==> config.mk <==
export PLATFORM = sky130hd
export DESIGN_NAME = spi_flash_xact
export DESIGN_NICKNAME = d
export VERILOG_FILES = /design/src/rtl/spi_flash_xact.sv
export SDC_FILE = /design/constraint.sdc
export NUM_CORES = 1
export LEC_CHECK = 0
export BUFFER_PORTS_ARGS = -buffer_cell sky130_fd_sc_hd__buf_2
export CAP_MARGIN = 20
export CORE_UTILIZATION = 45
export CTS_CLUSTER_DIAMETER = 100
export DETAILED_ROUTE_END_ITERATION = 10
export PLACE_DENSITY = 0.69
export SYNTH_ARGS = -nofsm -noshare
export SYNTH_HDL_FRONTEND = slang
export SYNTH_SLANG_ARGS = --single-unit
==> constraint.sdc <==
create_clock -name clk -period 3 [get_ports clk]
set_input_delay 0 -clock clk [delete_from_list [all_inputs] [get_ports clk]]
set_output_delay 0 -clock clk [all_outputs]
set_load 0.005 [all_outputs]
==> src/rtl/spi_flash_xact.sv <==
module spi_flash_xact #(
  parameter int DIV_HALF = 4,
  parameter int LEN_W    = 16
) (
  input  logic             clk,
  input  logic             rst_n,
  input  logic             start,
  input  logic [7:0]       opcode,
  input  logic [31:0]      addr,
  input  logic [2:0]       addr_bytes,
  input  logic             rd_mode,
  input  logic [LEN_W-1:0] pay_len,
  output logic             busy,
  output logic             done,
  input  logic [7:0]       tx_data,
  input  logic             tx_valid,
  output logic             tx_ready,
  output logic [7:0]       rx_data,
  output logic             rx_valid,
  output logic             sclk,
  output logic             cs_n,
  output logic             mosi,
  input  logic             miso
);

  localparam int CW = (DIV_HALF > 1) ? $clog2(DIV_HALF) : 1;

  typedef enum logic [2:0] {S_IDLE, S_SHIFT, S_LOAD, S_HOLD, S_GAP} st_t;

  st_t              st;
  logic [CW-1:0]    cnt;
  logic             ph;
  logic [2:0]       bitn;
  logic [7:0]       sr, rxsr;
  logic [31:0]      asr;
  logic [2:0]       aleft;
  logic [LEN_W-1:0] dleft;
  logic             rd_q, cur_data, cs_q;

  wire       tick  = (cnt == CW'(DIV_HALF - 1));
  wire       timed = (st == S_SHIFT) || (st == S_HOLD) || (st == S_GAP);
  wire [2:0] nab   = (addr_bytes > 3'd4) ? 3'd4 : addr_bytes;

  assign busy     = (st != S_IDLE);
  assign mosi     = sr[7] & ~cs_n;
  assign tx_ready = (st == S_LOAD) && (aleft == 3'd0) && (dleft != '0) && !rd_q;

  always_ff @(posedge clk or negedge rst_n) begin
    if (!rst_n) cnt <= '0;
    else if (timed && !tick) cnt <= cnt + 1'b1;
    else cnt <= '0;
  end

  always_ff @(posedge clk or negedge rst_n) begin
    if (!rst_n) begin
      st       <= S_IDLE;
      ph       <= 1'b0;
      bitn     <= 3'd0;
      sr       <= 8'h00;
      rxsr     <= 8'h00;
      asr      <= 32'h0;
      aleft    <= 3'd0;
      dleft    <= '0;
      rd_q     <= 1'b0;
      cur_data <= 1'b0;
      sclk     <= 1'b0;
      cs_n     <= 1'b1;
      rx_data  <= 8'h00;
      rx_valid <= 1'b0;
    end else begin
      rx_valid <= 1'b0;
      case (st)
        S_IDLE: if (start) begin
          cs_n     <= 1'b0;
          sr       <= opcode;
          asr      <= addr << {3'd4 - nab, 3'b000};
          aleft    <= nab;
          dleft    <= pay_len;
          rd_q     <= rd_mode;
          cur_data <= 1'b0;
          bitn     <= 3'd0;
          ph       <= 1'b0;
          st       <= S_SHIFT;
        end
        S_SHIFT: if (tick) begin
          if (!ph) begin
            sclk <= 1'b1;
            rxsr <= {rxsr[6:0], miso};
            ph   <= 1'b1;
          end else begin
            sclk <= 1'b0;
            ph   <= 1'b0;
            sr   <= {sr[6:0], 1'b0};
            bitn <= bitn + 3'd1;
            if (bitn == 3'd7) begin
              st <= S_LOAD;
              if (cur_data && rd_q) begin
                rx_data  <= rxsr;
                rx_valid <= 1'b1;
              end
            end
          end
        end
        S_LOAD: begin
          if (aleft != 3'd0) begin
            sr       <= asr[31:24];
            asr      <= {asr[23:0], 8'h00};
            aleft    <= aleft - 3'd1;
            cur_data <= 1'b0;
            st       <= S_SHIFT;
          end else if (dleft != '0) begin
            if (rd_q) begin
              sr       <= 8'h00;
              dleft    <= dleft - 1'b1;
              cur_data <= 1'b1;
              st       <= S_SHIFT;
            end else if (tx_valid) begin
              sr       <= tx_data;
              dleft    <= dleft - 1'b1;
              cur_data <= 1'b1;
              st       <= S_SHIFT;
            end
          end else begin
            st <= S_HOLD;
          end
        end
        S_HOLD: if (tick) begin
          cs_n <= 1'b1;
          ph   <= 1'b0;
          st   <= S_GAP;
        end
        S_GAP: if (tick) begin
          ph <= ~ph;
          if (ph) st <= S_IDLE;
        end
        default: st <= S_IDLE;
      endcase
    end
  end

  always_ff @(posedge clk or negedge rst_n) begin
    if (!rst_n) begin
      cs_q <= 1'b1;
      done <= 1'b0;
    end else begin
      cs_q <= cs_n;
      done <= cs_n && !cs_q;
    end
  end

  AST_SCLK_IDLE_LOW: assert property (@(posedge clk) disable iff (!rst_n)
    cs_n |-> !sclk);
  AST_MOSI_HELD_HIGH: assert property (@(posedge clk) disable iff (!rst_n)
    sclk |-> $stable(mosi));
  AST_CS_FROM_IDLE_START: assert property (@(posedge clk) disable iff (!rst_n)
    $fell(cs_n) |-> ($past(start) && !$past(busy)));
  AST_BUSY_IN_FRAME: assert property (@(posedge clk) disable iff (!rst_n)
    !cs_n |-> busy);
  AST_RX_IN_FRAME: assert property (@(posedge clk) disable iff (!rst_n)
    rx_valid |-> (!cs_n && !sclk));
  AST_TX_IN_FRAME: assert property (@(posedge clk) disable iff (!rst_n)
    tx_ready |-> (!cs_n && !sclk));
  AST_DONE_SINGLE: assert property (@(posedge clk) disable iff (!rst_n)
    done |=> !done);
  AST_DONE_AFTER_CS: assert property (@(posedge clk) disable iff (!rst_n)
    done |-> (cs_n && $past(cs_n)));
  AST_GAP_BUSY: assert property (@(posedge clk) disable iff (!rst_n)
    done |-> busy);

endmodule

==> out/qor.txt <==
Outcome = finished with violations
Failing checks = negative hold slack
Die area = 0.0120 mm^2
Starting Density = 0.472
Starting DRT DRC Count = 278
Number of synthesized flops with an enable pin = 0
Final critical-path share of the clock period = 0.793
Setup TNS = 0 ns
Post-synthesis cell type count = 67
Leakage power = 2.90 nW
Num CTS Buffers = 9
DR vias = 4401
Row cnt = 38
Net Count, Synth = 594
Clk_lat worst skew = 0.36 ns
PD cells = 942 mW/mm^2
RSZ-0062 raised after global routing = false
Fin crit period = 2.38 ns
Routed WL = 12400 um
Relative slew slack = 0.409
Post-synthesis register bit count = 91
Mapped cell area = 0.00520 mm^2
Final hold violation count = 1
Remaining DRCs = 0
Largest net degree at the start of global routing = 35
R2r worst-path depth = 7
IO Pins = 88
Critical Path Start = aleft[0]$_DFFE_PN0P_
IO Port Bufs = 87
Max Fclk = 421 MHz
1st-pass router iterations = 10
Die Width = 110 um
H-Tree Depth = 3
Synthesized instance count = 513
VDD IR max = 0.000391 V
Post-Route Skew = 0.0108 ns
Grt total ovfl = 0
Fillers = 974
Routed Antenna Nets = 0
Routed len/inst = 16.3 um
R2R Setup Slk = 0.62 ns
Nets = 699
Area growth syn-to-layout = 22.1%
CP required = 3.30 ns
Root buffer cell = clkbuf_16
Drt via density = 5.77
Area of the core = 0.0110 mm^2
Synth warnings = 0
Setup violators final = 0
Postcts setup bufs = 0
Slew Viols, Final = 0
Layout cells sized above 1 = 0.302
Worst-path clk slew = 0.07 ns
Post-synth top area share = 0.428
Clk buf depth = 2
Final hold slack = -0.00186 ns
Max cap viols = 0
Die span in y = 110 um
Commonest non-fill, non-tap cell in the layout = dfrtp_1
Worst setup EP type = register
Placement Cell Area = 0.00581 mm^2
Crit Path Max Fanout = 8
Async set-reset flop share out of synthesis = 1.00
Global-route wire length before repair = 20800 um
Most frequent cells in the layout = dfrtp_1, nor2_1, buf_2, nand2_1, mux2_2
CP endpoint = dleft[7]$_DFFE_PN0P_
Reg-to-Reg Start = aleft[0]$_DFFE_PN0P_
Post-synth top flop = dfrtp_1
CTS tree = done
Kind of start point of the critical path = register
CTS sink cnt = 91
Worst-margin pin slew = 0.879 ns
Reg-to-Reg End = dleft[7]$_DFFE_PN0P_
DP HPWL = 9030 um
Final Wtd Congestion = 0.832
Critical Setup Path Class = reg2reg
Sequential cell area fraction in the yosys report = 0.438
Initial antenna violation count = 0
CP Data Arrival Time = 2.67 ns
Hold Path Class = in2reg
Number of global-route vias before repair = 4307
Area leader, netlist = dfrtp_1
Design area = 0.00635 mm^2
Cells taking the most area after synthesis = dfrtp_1, mux2_2, nor2_1
# diodes = 0
GRT Util Overall = 0.226
Avg Inst Size Synth = 10.1 um^2
worst max-delay path: stages, from the launching register on:
cell       delay (ns)
dfrtp_1          0.39
inv_1            0.09
ha_1             0.14
nor2b_1          0.47
o2111ai_2        0.29
a21oi_1          0.59
o21a_1           0.21
o22a_1           0.13
final cells by class:
| class | instances | area [um^2] | share of cell area |
|---|---|---|---|
| multi-input cells | 375 | 2730 | 0.430 |
| well taps | 140 | 175 | 0.0276 |
| clock inverters | 6 | 72.6 | 0.0114 |
| repair buffers | 130 | 821 | 0.129 |
| inverters | 11 | 41.3 | 0.00650 |
| clock buffers | 10 | 229 | 0.0361 |
| flip-flops and latches | 91 | 2280 | 0.359 |
flip-flops by register name, indices dropped and copies added, names as in the netlist:
name / cells
rx_valid: 1
ph: 1
cnt: 2
done: 1
st: 3
rxsr: 8
cs_n: 1
cs_q: 1
rd_q: 1
sr: 8
dleft: 16
rx_data: 8
bitn: 3
aleft: 3
cur_data: 1
asr: 32
sclk: 1
per-layer routing:
layer	up-vias	global-route usage	share of wire
met3	16	0.0338	0.069
met5	-	0	0
li1	2132	-	-
met1	2098	0.315	0.47
met4	0	0.100	0.019
met2	155	0.349	0.44
timing repair:
item,in CTS,in global routing
resized for setup,0,0
hold buffers,24,0
hold endpoints to repair,55,0
stage by stage:
| step | hold WS (ns) | instances | worst slack [ns] | utilization | power [mW] |
|---|---|---|---|---|---|
| after detailed placement | -0.0158 | 723 | 0.689 | 0.527 | 4.79 |
| final | -0.00186 | 763 | 0.622 | 0.576 | 5.98 |
| after global placement | -0.0279 | 723 | 0.710 | 0.527 | 4.68 |
| after floorplan | -0.296 | 513 | 0.444 | - | 4.07 |
| after global routing | 0.0220 | 763 | 0.417 | 0.576 | 6.41 |
| after CTS | 0.00473 | 763 | 0.659 | 0.576 | 6.01 |
worst min-delay path by stage:
stage | startpoint | to | slack (ns) | depth (start not counted)
final | tx_data[1] | sr[1]$_DFFE_PN0P_ | -0.002 | 4
after global routing | tx_data[0] | sr[0]$_DFFE_PN0P_ | 0.02 | 4
after CTS | tx_data[1] | sr[1]$_DFFE_PN0P_ | 0.005 | 4
after detailed placement | rst_n | done$_DFF_PN0_ | -0.02 | 1
after global placement | rst_n | done$_DFF_PN0_ | -0.03 | 1
after floorplan | rst_n | aleft[0]$_DFFE_PN0P_ | -0.30 | 0
cell families after synthesis:
family / after synthesis / share of synthesized area
compound gates: 134 / 0.199
flops: 91 / 0.438
simple gates: 178 / 0.170
mux: 53 / 0.132
xor+xnor: 2 / 0.00337
buf+inv: 47 / 0.0380
fa+ha+maj: 8 / 0.0192
synthesized netlist by cell type (all sizes together), types with 5 or more instances:
library cell / number
dfrtp: 89
ha: 8
nor2b: 5
a221oi: 26
a21oi: 19
mux4: 8
nor2: 88
a22o: 19
mux2: 36
a222oi: 7
inv: 11
nand2: 37
o21ai: 25
mux2i: 9
nor4: 5
nor3: 12
o22ai: 10
nand3: 5
nor3b: 6
buf: 15
clkbuf: 21
report_power, final:
| group | internal [mW] | switching [mW] |
|---|---|---|
| clock network | 0.659 | 0.523 |
| registers | 1.72 | 0.427 |
| logic | 1.20 | 1.45 |
Note: power is estimated with default switching activity, not from simulation.
